`src/rtl/i2c_irq_pkg.sv`:
```
package i2c_irq_pkg;

  // Register select of the write port
  typedef enum logic {
    SEL_MASK = 1'b0,
    SEL_STAT = 1'b1
  } reg_sel_e;

  // Vector codes; the numeric order is the priority order
  typedef enum logic [2:0] {
    VEC_NONE = 3'd0,
    VEC_ARB  = 3'd1,
    VEC_NAK  = 3'd2,
    VEC_ACC  = 3'd3,
    VEC_RXR  = 3'd4,
    VEC_TXR  = 3'd5,
    VEC_STOP = 3'd6,
    VEC_SLV  = 3'd7
  } vec_code_e;

  // Next value of a sticky flag: a set in the same cycle beats a clear
  function automatic logic sticky_next(input logic cur, input logic set, input logic clr);
    return set | (cur & ~clr);
  endfunction

  // Code reported for source index idx
  function automatic int unsigned code_of(input int unsigned idx);
    return idx + 1;
  endfunction

endpackage

```
`src/rtl/i2c_irq_mask.sv`:
```
module i2c_irq_mask #(
  parameter int N = 7
) (
  input  logic         clk,
  input  logic         rst_n,
  input  logic         load_i,
  input  logic [N-1:0] data_i,
  output logic [N-1:0] mask_o
);

  always_ff @(posedge clk or negedge rst_n) begin
    if (!rst_n) begin
      mask_o <= '0;
    end else if (load_i) begin
      mask_o <= data_i;
    end
  end

endmodule

```
`src/rtl/i2c_irq_flags.sv`:
```
module i2c_irq_flags #(
  parameter int N = 7
) (
  input  logic         clk,
  input  logic         rst_n,
  input  logic [N-1:0] set_i,
  input  logic [N-1:0] clr_i,
  output logic [N-1:0] flag_o
);

  import i2c_irq_pkg::*;

  for (genvar i = 0; i < N; i++) begin : g_flag
    always_ff @(posedge clk or negedge rst_n) begin
      if (!rst_n) begin
        flag_o[i] <= 1'b0;
      end else begin
        flag_o[i] <= sticky_next(flag_o[i], set_i[i], clr_i[i]);
      end
    end
  end

endmodule

```
`src/rtl/i2c_irq_prio.sv`:
```
module i2c_irq_prio #(
  parameter int N  = 7,
  parameter int CW = 3
) (
  input  logic [N-1:0]  pend_i,
  output logic [N-1:0]  grant_o,
  output logic [CW-1:0] code_o,
  output logic          any_o
);

  import i2c_irq_pkg::*;

  // seen[i] is high when some source below i is pending
  logic [N:0] seen;
  assign seen[0] = 1'b0;

  for (genvar i = 0; i < N; i++) begin : g_chain
    assign grant_o[i]  = pend_i[i] & ~seen[i];
    assign seen[i + 1] = seen[i] | pend_i[i];
  end

  assign any_o = seen[N];

  always_comb begin
    code_o = '0;
    for (int i = 0; i < N; i++) begin
      if (grant_o[i]) begin
        code_o = code_o | CW'(code_of(i));
      end
    end
  end

endmodule

```
`src/rtl/i2c_irq_vec.sv`:
```
module i2c_irq_vec #(
  parameter int NUM_SRC    = 7,
  parameter int STAT_W     = 16,
  parameter int RSFULL_POS = 11,
  parameter int BUSY_POS   = 12
) (
  input  logic                          clk,
  input  logic                          rst_n,
  input  logic [NUM_SRC-1:0]            evt_i,
  input  logic                          rsfull_i,
  input  logic                          busy_i,
  input  logic                          wr_en_i,
  input  logic                          wr_sel_i,
  input  logic [NUM_SRC-1:0]            wr_data_i,
  input  logic                          vec_rd_i,
  output logic [STAT_W-1:0]             status_o,
  output logic [$clog2(NUM_SRC+1)-1:0]  vec_o,
  output logic                          irq_o
);

  import i2c_irq_pkg::*;

  localparam int CODE_W = $clog2(NUM_SRC + 1);

  // Named internal events, visible to the bound checker
  reg_sel_e           sel;
  logic               mask_load;
  logic               stat_wr;
  logic [NUM_SRC-1:0] mask_q;
  logic [NUM_SRC-1:0] flag_q;
  logic [NUM_SRC-1:0] pend;
  logic [NUM_SRC-1:0] grant;
  logic [NUM_SRC-1:0] w1c_clr;
  logic [NUM_SRC-1:0] rd_clr;
  logic [NUM_SRC-1:0] clr_all;
  logic               any_pend;
  logic               live_rsfull_q;
  logic               live_busy_q;

  assign sel       = reg_sel_e'(wr_sel_i);
  assign mask_load = wr_en_i && (sel == SEL_MASK);
  assign stat_wr   = wr_en_i && (sel == SEL_STAT);

  i2c_irq_mask #(.N(NUM_SRC)) u_mask (
    .clk    (clk),
    .rst_n  (rst_n),
    .load_i (mask_load),
    .data_i (wr_data_i),
    .mask_o (mask_q)
  );

  assign pend    = flag_q & mask_q;
  assign w1c_clr = {NUM_SRC{stat_wr}} & wr_data_i;
  assign rd_clr  = {NUM_SRC{vec_rd_i}} & grant;
  assign clr_all = w1c_clr | rd_clr;

  i2c_irq_flags #(.N(NUM_SRC)) u_flags (
    .clk    (clk),
    .rst_n  (rst_n),
    .set_i  (evt_i),
    .clr_i  (clr_all),
    .flag_o (flag_q)
  );

  i2c_irq_prio #(.N(NUM_SRC), .CW(CODE_W)) u_prio (
    .pend_i  (pend),
    .grant_o (grant),
    .code_o  (vec_o),
    .any_o   (any_pend)
  );

  // Live conditions, sampled once and never cleared by software
  always_ff @(posedge clk or negedge rst_n) begin
    if (!rst_n) begin
      live_rsfull_q <= 1'b0;
      live_busy_q   <= 1'b0;
    end else begin
      live_rsfull_q <= rsfull_i;
      live_busy_q   <= busy_i;
    end
  end

  always_comb begin
    status_o                  = '0;
    status_o[NUM_SRC-1:0]     = flag_q;
    status_o[RSFULL_POS]      = live_rsfull_q;
    status_o[BUSY_POS]        = live_busy_q;
  end

  assign irq_o = any_pend;

endmodule

```
`config.mk`:
```
export PLATFORM = sky130hd
export DESIGN_NAME = i2c_irq_vec
export DESIGN_NICKNAME = d
export VERILOG_FILES = /design/src/rtl/i2c_irq_pkg.sv /design/src/rtl/i2c_irq_mask.sv /design/src/rtl/i2c_irq_flags.sv /design/src/rtl/i2c_irq_prio.sv /design/src/rtl/i2c_irq_vec.sv
export SDC_FILE = /design/constraint.sdc
export NUM_CORES = 1
export LEC_CHECK = 0
export ABC_AREA = 1
export BUFFER_PORTS_ARGS = -buffer_cell sky130_fd_sc_hd__buf_4
export CAP_MARGIN = 10
export CORE_ASPECT_RATIO = 0.7
export CORE_MARGIN = 10
export CORE_UTILIZATION = 35
export DETAILED_ROUTE_END_ITERATION = 8
export PLACE_DENSITY = 0.72
export SLEW_MARGIN = 20
export SYNTH_ARGS = -nofsm -noshare
export SYNTH_HDL_FRONTEND = slang
export SYNTH_SLANG_ARGS = --single-unit
```
`constraint.sdc`:
```
create_clock -name clk -period 1.9 [get_ports clk]
set_clock_uncertainty 0.15 [all_clocks]
set_input_delay 0.095 -clock clk [delete_from_list [all_inputs] [get_ports clk]]
set_output_delay 0.095 -clock clk [all_outputs]
set_load 0.05 [all_outputs]
```
==> reports/qor.csv, run 1 <==
stage,metric,value,unit
outcome,status,"complete, but fails checks",
outcome,failing checks,negative hold slack,
critical_path,worst r2r src,u_flags.flag_o[2]$_DFF_PN0_,
placed_design,number of port buffers,33,
power_and_ir_drop,clock network fraction of design power,16.5,%
sta,hold slack,-0.0473,ns
cts,H-tree depth,1,
finish,fillers,213,
critical_path,Crit-path slowest cell,dfrtp_1,
logic_synthesis,average size of a mapped cell,8.48,um^2
placed_design,dpl hpwl,1750,um
logic_synthesis,post-synthesis instance area,882,um^2
global_route,grt ovf,0,
worst_hold_path,hold depth,4,
die,die width,80.0,um
finish,nets@finish,185,
logic_synthesis,Seq cells post-synth,16,
route,DR pass1 iterations,4,
cts,CTS Buf Count,3,
power_and_ir_drop,Logic pwr share,45.2,%
placed_design,GP Congestion,0.860,
die,Starting Density,36.2,%
critical_path,crit path cell chain,"nand2_2, nand3_4, nor2_4, nand2_2, nor2_2, nand2_1, nand2_1, buf_6",
critical_path,crit path DAT,1.55,ns
critical_path,Setup crit end kind,output port,
global_route,GRT Total Usage,9.94,%
worst_hold_path,hold endpoint,u_flags.flag_o[5]$_DFF_PN0_,
die,Row Count,15,
critical_path,Crit Path Class,register to output port,
sta,Tmin final,1.79,ns
cts,clock buffer depth,2,
global_route,global-route wire length before repair,3930,um
cts,count of clock tree sinks,16,
critical_path,worst r2r dst,u_flags.flag_o[6]$_DFF_PN0_,
cts,CTS Root Cell,clkbuf_4,
worst_hold_path,HP Class,input port to register,
route,DRC,0,
power_and_ir_drop,cell internal pwr,634,uW
critical_path,R2R depth,7,
power_and_ir_drop,switch share,39.5,%
logic_synthesis,"Seq/Total Area, Yosys",45.4,%
die,die area,4960,um^2
cts,Clock Pin Slew Worst Setup and Hold Paths,0.09,ns
power_and_ir_drop,worst vdd ir,0.476,mV
sta,unrepaired setup endpoints after global routing,true,
route,Routed wire per std cell,12.2,um
finish,Storage cell area,400,um^2
global_route,largest net degree at the start of global routing,17,
finish,multi-input logic area,378,um^2
run,Max Cap Viol,0,
critical_path,Critical Path Source Type,register,
placed_design,pre-CTS setup slack,0.388,ns
sta,crit share post-route,94.4,%
critical_path,worst-path fanout max,3,
critical_path,Worst Path Required,1.65,ns
route,initial DRC count,25,
route,Final ANT Viol Nets,0,
worst_hold_path,Hold Crit Start,vec_rd_i,
sta,Fin. Hold Viols,1,
power_and_ir_drop,pwr/cell area,744,nW/um^2
sta,Final Slew Violations,0,
die,Die Ht,62,um
die,Ports,41,
critical_path,reg2reg setup slack,0.13,ns
finish,share of cells above drive strength 1,34.6,%
power_and_ir_drop,switching power,415,uW
critical_path,Critical Path Max Stage Delay,0.41,ns
finish,Area growth syn-to-layout,59.9,%
route,routed via count,850,
die,core area,2440,um^2
sta,Max Freq,557,MHz
logic_synthesis,synth unique cells,22,
finish,ant diodes,0,
sta,setup violators final,0,
global_route,number of global-route vias before repair,884,
cts,CTS tree,built,
route,Via-to-Cell Ratio,4.34,
route,final WL,2390,um
power_and_ir_drop,Static Leak,0.718,nW
logic_synthesis,Yosys warning count,0,
global_route,initial antenna violation count,0,
logic_synthesis,Mapped Cells,104,
sta,final setup margin,0.106,ns
cts,clk_lat worst skew,0.28,ns
power_and_ir_drop,Reg power frac,38.2,%
layout by cell type, fill, tap and decap left out, drive strengths merged:
cell type / netlist / routed
o21ai: 9 / 9
nor2: 6 / 6
dfrtp: 16 / 16
a31o: 2 / 2
conb: 1 / 7
nor3: 1 / 1
buf: 10 / 38
nand3b: 1 / 1
and3: 1 / 1
nand3: 3 / 3
clkbuf: 0 / 3
nand4: 2 / 2
a41oi: 1 / 1
dlygate4sd3: 0 / 21
mux2: 3 / 3
inv: 17 / 17
nand2: 28 / 28
o21bai: 3 / 3
registers in the layout (all words and copies together), names as in the netlist:
register        count
live_busy_q         1
u_mask.mask_o       7
u_flags.flag_o      7
live_rsfull_q       1
cells in the mapped netlist (all sizes together):
| library cell | instances | area share (%) |
|---|---|---|
| nand4 | 2 | 1.4 |
| nand2 | 28 | 14 |
| and3 | 1 | 0.71 |
| nor2 | 6 | 4.0 |
| o21bai | 3 | 2.6 |
| nand3 | 3 | 3.1 |
| o21ai | 9 | 5.1 |
| buf | 10 | 8.2 |
| mux2 | 3 | 3.8 |
| inv | 17 | 7.2 |
| nor3 | 1 | 0.57 |
| dfrtp | 16 | 45 |
| conb | 1 | 0.43 |
| nand3b | 1 | 0.85 |
| a31o | 2 | 2.0 |
| a41oi | 1 | 0.99 |
how the worst max path moves through the flow:
stage	start	endpoint	slack, ns
floorplan	u_flags.flag_o[3]$_DFF_PN0_	vec_o[1]	0.08
global placement	u_flags.flag_o[3]$_DFF_PN0_	vec_o[1]	0.44
detailed placement	u_flags.flag_o[3]$_DFF_PN0_	vec_o[1]	0.39
CTS	u_flags.flag_o[3]$_DFF_PN0_	u_flags.flag_o[5]$_DFF_PN0_	0.02
global route	u_flags.flag_o[2]$_DFF_PN0_	vec_o[1]	-0.04
finish	u_flags.flag_o[2]$_DFF_PN0_	vec_o[0]	0.11
worst max-delay path: cells and delay by family (launching register included):
| kind | cells | cell delay [ns] |
|---|---|---|
| flip-flops | 1 | 0.41 |
| buffers and inverters | 1 | 0.16 |
| AND/OR/NAND/NOR | 7 | 0.69 |
cells by family after synthesis:
| group | after synthesis | synth area share (%) |
|---|---|---|
| muxes | 3 | 3.83 |
| and+or+nand+nor | 42 | 24.3 |
| DFF | 16 | 45.4 |
| other | 1 | 0.425 |
| buffers and inverters | 27 | 15.5 |
| AOI/OAI and AO/OA | 15 | 10.6 |
area by class of cell:
cell class / count / share of cell area [%]
flip-flops and latches: 16 / 28.4
multi-input cells: 67 / 26.8
clock buffers: 3 / 1.60
inverters: 17 / 4.53
repair buffers: 59 / 35.7
well taps: 34 / 3.02
through the flow:
step	instance area (um^2)	util, %	TNS, ns	std cells	total power, mW
3_5_place_dp	1130	46.3	0	167	0.810
5_1_grt	1410	57.8	-0.0372	196	1.11
2_1_floorplan	912	-	0	110	0.700
3_3_place_gp	1130	46.3	0	167	0.804
6_report	1410	57.8	0	196	1.05
4_1_cts	1370	56.3	0	192	1.03
power groups by stage:
stage / registers [mW] / logic (mW) / clock network (mW)
2_1_floorplan: 0.451 / 0.249 / 0
3_3_place_gp: 0.407 / 0.398 / 0
3_5_place_dp: 0.408 / 0.402 / 0
4_1_cts: 0.401 / 0.444 / 0.182
5_1_grt: 0.405 / 0.513 / 0.196
6_report: 0.401 / 0.475 / 0.173
metal layers:
metal / vias up / wire (um) / track usage [%]
met1: 393 / 987 / 10.9
met5: - / 0 / 0
met4: 0 / 0 / 0.750
li1: 426 / - / -
met2: 31 / 1160 / 17.7
met3: 0 / 245 / 5.17
repair_timing:
item                                    CTS  global route
buffers inserted                          0             5
resized for setup                         0             3
endpoints found under the setup margin    0             4
hold buffers                             22             0
hold endpoints to repair                 32             0
Power figures use the tool's default switching activity.
==> run 2, diff against run 1 <==
- CORE_ASPECT_RATIO: 0.7 -> default
==> reports/qor.csv, run 2 (synthesis gave the netlist of run 1 again) <==
stage,metric,value,unit,change
die,Starting Density,36.3,%,was 36.2%
sta,Max Freq,557,MHz,about the same
route,Final ANT Viol Nets,0,,unchanged
cts,CTS tree,built,,unchanged
power_and_ir_drop,clock network fraction of design power,21.1,%,was 16.5%
global_route,met2 Use GR,15.5,%,was 17.7%
placed_design,GP Congestion,0.796,,was 0.860
critical_path,"most used cell, CP",nand2_2,,
power_and_ir_drop,Total Power,1.09,mW,was 1.05 mW
power_and_ir_drop,Reg power frac,36.8,%,was 38.2%
die,Row Count,18,,was 15
sta,unrepaired setup endpoints after global routing,true,,unchanged
finish,most frequent cells in the layout,"buf_4 (33), nand2_1 (23), dlygate4sd3_1 (22), inv_1 (17), dfrtp_1 (16)",,"was buf_4 (36), nand2_1 (23), dlygate4sd3_1 (21), inv_1 (17), dfrtp_1 (16)"
global_route,grt ovf,0,,unchanged
sta,crit share post-route,94.4,%,about the same
outcome,status,"complete, no violations",,"was complete, but fails checks"
global_route,global-route wire length before repair,3970,um,was 3930 um
sta,Fin. Hold Viols,0,,was 1
finish,Top Registers,"u_flags.flag_o (7), u_mask.mask_o (7)",,unchanged
critical_path,R2R depth,5,,was 7
power_and_ir_drop,pwr/cell area,777,nW/um^2,was 744 nW/um^2
finish,ant diodes,0,,unchanged
cts,clk_lat worst skew,0.29,ns,was 0.28 ns
cts,H-tree depth,1,,unchanged
die,die area,4930,um^2,was 4960 um^2
finish,Non-Filler Instances,191,,was 196
run,Max Cap Viol,0,,unchanged
placed_design,pre-CTS setup slack,0.392,ns,was 0.388 ns
sta,Tmin final,1.79,ns,about the same
critical_path,Crit-path slowest cell,dfrtp_1,,unchanged
finish,"commonest non-fill, non-tap cell in the layout",buf_4,,unchanged
finish,share of cells above drive strength 1,33.5,%,was 34.6%
critical_path,Setup crit end kind,output port,,unchanged
critical_path,Worst Path Required,1.65,ns,about the same
global_route,initial antenna violation count,0,,unchanged
cts,count of clock tree sinks,16,,unchanged
finish,nets@finish,183,,was 185
finish,Final Core Density,57.8,%,about the same
power_and_ir_drop,Logic pwr share,42.1,%,was 45.2%
sta,setup violators final,0,,unchanged
global_route,largest net degree at the start of global routing,17,,unchanged
sta,final setup margin,0.105,ns,was 0.106 ns
route,DRC,0,,unchanged
critical_path,crit path cell chain,"nand2_2, nand3_4, nor2_4, nand2_2, nor2_2, nand2_1, nand3b_1, buf_6",,"was nand2_2, nand3_4, nor2_4, nand2_2, nor2_2, nand2_1, nand2_1, buf_6"
global_route,GRT Total Usage,9.88,%,was 9.94%
global_route,number of global-route vias before repair,898,,was 884
critical_path,Crit Path Class,register to output port,,unchanged
cts,clock buffer depth,2,,unchanged
placed_design,dpl hpwl,1730,um,was 1750 um
placed_design,dpl cells,163,,was 167
die,Ports,41,,unchanged
route,DR pass1 iterations,4,,unchanged
critical_path,reg2reg setup slack,0.15,ns,was 0.13 ns
global_route,GRT busiest layer,met2,,unchanged
global_route,met1 usage,10.4,%,was 10.9%
power_and_ir_drop,switching power,424,uW,was 415 uW
critical_path,Critical Path Source Type,register,,unchanged
cts,CTS Buf Count,3,,unchanged
power_and_ir_drop,Static Leak,0.717,nW,was 0.718 nW
sta,Setup TNS,0,ns,unchanged
global_route,met3 usage,6.07,%,was 5.17%
power_and_ir_drop,switch share,38.8,%,was 39.5%
route,Routed wire per std cell,12.4,um,was 12.2 um
cts,Clock Pin Slew Worst Setup and Hold Paths,0.10,ns,was 0.09 ns
route,routed via count,843,,was 850
power_and_ir_drop,cell internal pwr,668,uW,was 634 uW
finish,Post-Layout Inst Area,1410,um^2,about the same
route,Via-to-Cell Ratio,4.41,,was 4.34
power_and_ir_drop,worst vdd ir,0.554,mV,was 0.476 mV
sta,Final Slew Violations,0,,unchanged
sta,hold slack,0.0267,ns,was -0.0473 ns
critical_path,crit path DAT,1.55,ns,about the same
worst_hold_path,HP Class,input port to async pin,,was input port to register
finish,Area growth syn-to-layout,59.4,%,was 59.9%
cts,CTS Root Cell,clkbuf_4,,unchanged
die,die width,70.2,um,was 80.0 um
placed_design,placed cell areas,1120,um^2,was 1130 um^2
critical_path,worst-path fanout max,4,,was 3
critical_path,Critical Path Max Stage Delay,0.42,ns,was 0.41 ns
route,final WL,2380,um,was 2390 um
die,Die Ht,70.2,um,was 62 um
placed_design,number of port buffers,33,,unchanged
route,initial DRC count,12,,was 25
die,core area,2430,um^2,was 2440 um^2
-- run 2: cell count changes in the layout (fill, tap and decap cells not counted) --
cell	previous run	this run
buf_4	36	33
dlygate4sd3_1	21	22
clkbuf_8	0	1
-- run 2: area by class of cell --
type / instances / area (um^2)
clock buffer: 4 / 36.3
sequential: 16 / 400
inverter: 17 / 63.8
multi-input combinational: 67 / 378
fill: 216 / 1030
timing repair buffer: 57 / 490
tap: 30 / 37.5
-- run 2: worst paths after layout --
kind / to / from
max: vec_o[1] / u_flags.flag_o[1]$_DFF_PN0_
min: u_flags.flag_o[3]$_DFF_PN0_ / rst_n
max reg2reg: u_flags.flag_o[1]$_DFF_PN0_ / u_flags.flag_o[0]$_DFF_PN0_
min reg2reg: u_mask.mask_o[6]$_DFFE_PN0P_ / u_mask.mask_o[6]$_DFFE_PN0P_
max in group asynchronous: u_flags.flag_o[1]$_DFF_PN0_ / rst_n
min in group clk: u_flags.flag_o[4]$_DFF_PN0_ / wr_sel_i
-- run 2: metal layers --
layer,wire length [um],up-vias
li1,-,425
met3,319,5
met4,36,0
met5,0,-
met1,945,377
met2,1070,36
-- run 2: power groups by stage --
stage | logic (mW) | registers (mW) | clock network, mW
6_report | 0.460 | 0.402 | 0.230
5_1_grt | 0.495 | 0.408 | 0.254
4_1_cts | 0.443 | 0.401 | 0.233
3_5_place_dp | 0.401 | 0.408 | 0
3_3_place_gp | 0.398 | 0.406 | 0
2_1_floorplan | 0.249 | 0.451 | 0
-- run 2: what timing repair did --
action	4_1_cts	5_1_grt
buffers inserted	0	2
gates resized for setup	0	3
endpoints found under the hold margin	32	0
hold buffers	22	0
endpoints found under the setup margin	0	2
-- run 2: critical path: cells and delay by family, from the launching register on --
kind	cells	cell delay [ns]
buf+inv	1	0.17
flops	1	0.42
simple gates	7	0.67
==> run 3, diff against run 2 <==
- HOLD_SLACK_MARGIN: default -> 0.08
- SETUP_SLACK_MARGIN: default -> 0.2
==> reports/qor.csv, run 3 (synthesis gave the netlist of run 1 again) <==
stage,metric,value,unit,change
finish,share of cells above drive strength 1,40.7,%,was 33.5%
outcome,status,"complete, no violations",,unchanged
finish,most frequent cells in the layout,"buf_4 (38), nand2_1 (22), dlygate4sd3_1 (20), inv_1 (16), dfrtp_1 (12)",,"was buf_4 (33), nand2_1 (23), dlygate4sd3_1 (22), inv_1 (17), dfrtp_1 (16)"
cts,H-tree depth,1,,unchanged
global_route,number of global-route vias before repair,987,,was 898
global_route,global-route wire length before repair,4420,um,was 3970 um
die,Starting Density,36.3,%,unchanged
critical_path,reg2reg setup slack,0.28,ns,was 0.15 ns
critical_path,Setup crit end kind,output port,,unchanged
sta,Fin. Hold Viols,0,,unchanged
critical_path,CP Buf/Inv Count,1,,unchanged
global_route,GRT Total Usage,10.7,%,was 9.88%
critical_path,worst r2r src,u_mask.mask_o[0]$_DFFE_PN0P_,,was u_flags.flag_o[0]$_DFF_PN0_
global_route,largest net degree at the start of global routing,17,,unchanged
power_and_ir_drop,worst vdd ir,0.556,mV,was 0.554 mV
critical_path,Crit-path slowest cell,dfrtp_1,,unchanged
critical_path,Worst Path Required,1.65,ns,about the same
critical_path,R2R depth,4,,was 5
die,die width,70.2,um,unchanged
sta,Tmin final,1.78,ns,was 1.79 ns
cts,clk_lat worst skew,0.29,ns,about the same
global_route,initial antenna violation count,0,,unchanged
run,Max Cap Viol,0,,unchanged
cts,CTS tree,built,,unchanged
power_and_ir_drop,Static Leak,0.759,nW,was 0.717 nW
cts,CTS Buf Count,3,,unchanged
placed_design,dpl hpwl,1840,um,was 1730 um
critical_path,"CP delay by family, top",simple AND/OR/NAND/NOR gates,,unchanged
route,Via-to-Cell Ratio,4.57,,was 4.41
die,core area,2430,um^2,unchanged
critical_path,Worst setup endpoint,vec_o[1],,unchanged
finish,Top Registers,"u_flags.flag_o (7), u_mask.mask_o (7)",,unchanged
critical_path,worst r2r dst,u_flags.flag_o[0]$_DFF_PN0_,,was u_flags.flag_o[1]$_DFF_PN0_
cts,CTS Root Cell,clkbuf_4,,unchanged
placed_design,GP Congestion,0.932,,was 0.796
die,Ports,41,,unchanged
global_route,grt ovf,0,,unchanged
die,die area,4930,um^2,unchanged
worst_hold_path,HP Class,input port to register,,was input port to async pin
critical_path,Levels on crit path,8,,unchanged
critical_path,crit path DAT,1.53,ns,was 1.55 ns
placed_design,number of port buffers,33,,unchanged
sta,Max Freq,562,MHz,was 557 MHz
finish,ant diodes,0,,unchanged
critical_path,Crit Path Class,register to output port,,unchanged
route,Routed wire per std cell,13.9,um,was 12.4 um
route,final WL,2730,um,was 2380 um
finish,Area growth syn-to-layout,67.8,%,was 59.4%
sta,setup violators final,0,,unchanged
finish,"commonest non-fill, non-tap cell in the layout",buf_4,,unchanged
critical_path,Critical path origin,u_mask.mask_o[2]$_DFFE_PN0P_,,was u_flags.flag_o[1]$_DFF_PN0_
power_and_ir_drop,pwr/cell area,777,nW/um^2,about the same
power_and_ir_drop,Total Power,1.15,mW,was 1.09 mW
finish,fillers,214,,was 216
route,DR pass1 iterations,4,,unchanged
cts,count of clock tree sinks,16,,unchanged
route,initial DRC count,36,,was 12
route,DRC,0,,unchanged
die,Die Ht,70.2,um,unchanged
critical_path,Critical Path Source Type,register,,unchanged
critical_path,worst-path fanout max,3,,was 4
sta,final setup margin,0.121,ns,was 0.105 ns
placed_design,pre-CTS setup slack,0.379,ns,was 0.392 ns
sta,crit share post-route,93.6,%,was 94.4%
sta,unrepaired setup endpoints after global routing,true,,unchanged
critical_path,Critical Path Max Stage Delay,0.43,ns,was 0.42 ns
cts,Clock Pin Slew Worst Setup and Hold Paths,0.10,ns,about the same
cts,clock buffer depth,2,,unchanged
sta,Final Slew Violations,0,,unchanged
die,Row Count,18,,unchanged
sta,hold slack,0.196,ns,was 0.0267 ns
finish,nets@finish,189,,was 183
route,routed via count,901,,was 843
route,Final ANT Viol Nets,0,,unchanged
critical_path,crit path cell chain,"nand2_4, nand3_4, nor2_4, nand2_2, nor2_2, nand2_1, nand3b_1, buf_6",,"was nand2_2, nand3_4, nor2_4, nand2_2, nor2_2, nand2_1, nand3b_1, buf_6"
worst_hold_path,hold depth,4,,
[run 3: changes by cell type in the layout (fill, tap and decap cells not counted), sizes merged]
cell	before	now
dlygate4sd3	22	20
buf	35	43
[run 3: worst reg2reg max path, delay by kind of cell, from the launching register on]
kind            cells  cell delay [ns]
flops               1             0.41
simple gates        1             0.05
compound gates      1             0.23
buf+inv             2             0.68
[run 3: routing by layer]
layer  up-vias  GRT usage (%)  wire length (um)
li1        435              -                 -
met1       436           11.3              1070
met3         2           3.81               159
met2        28           19.7              1490
met4         0           1.97                 8
met5         -              0                 0
[run 3: stage by stage]
step,util (%),setup TNS (ns),cell area (um^2),instances
CTS,59.9,0,1460,195
floorplan,-,0,920,110
finish,60.9,0,1480,197
detailed placement,46.6,0,1130,163
global placement,46.6,0,1130,163
global route,60.9,-0.00451,1480,197
[run 3: power breakdown]
| group | internal [mW] | switching [mW] | leakage, nW |
|---|---|---|---|
| logic | 0.207 | 0.304 | 0.564 |
| clock network | 0.117 | 0.114 | 0.0210 |
| registers | 0.377 | 0.0312 | 0.174 |
| total | 0.701 | 0.449 | 0.759 |
[run 3: cell type report]
class,instances,area (um^2),share of cell area (%)
Sequential cell,16,405,27.4
Clock buffer,4,36.3,2.45
Timing Repair Buffer,63,542,36.6
Multi-Input combinational cell,67,395,26.7
Tap cell,30,37.5,2.54
Inverter,17,63.8,4.31
[run 3: repair_timing]
action	CTS	global route
setup endpoints to repair	3	22
endpoints found under the hold margin	32	16
setup buffers	6	4
resized for setup	6	4
pin swaps	2	4
hold buffers	22	1
[run 3: worst min-delay path by stage]
stage          slack, ns     start                          end
5_1_grt             0.19  wr_sel_i  u_flags.flag_o[4]$_DFF_PN0_
6_report            0.20  wr_sel_i  u_flags.flag_o[4]$_DFF_PN0_
3_5_place_dp       -0.18     rst_n      live_rsfull_q$_DFF_PN0_
4_1_cts             0.18  wr_sel_i  u_flags.flag_o[4]$_DFF_PN0_
3_3_place_gp       -0.19     rst_n      live_rsfull_q$_DFF_PN0_
2_1_floorplan      -0.35     rst_n        live_busy_q$_DFF_PN0_
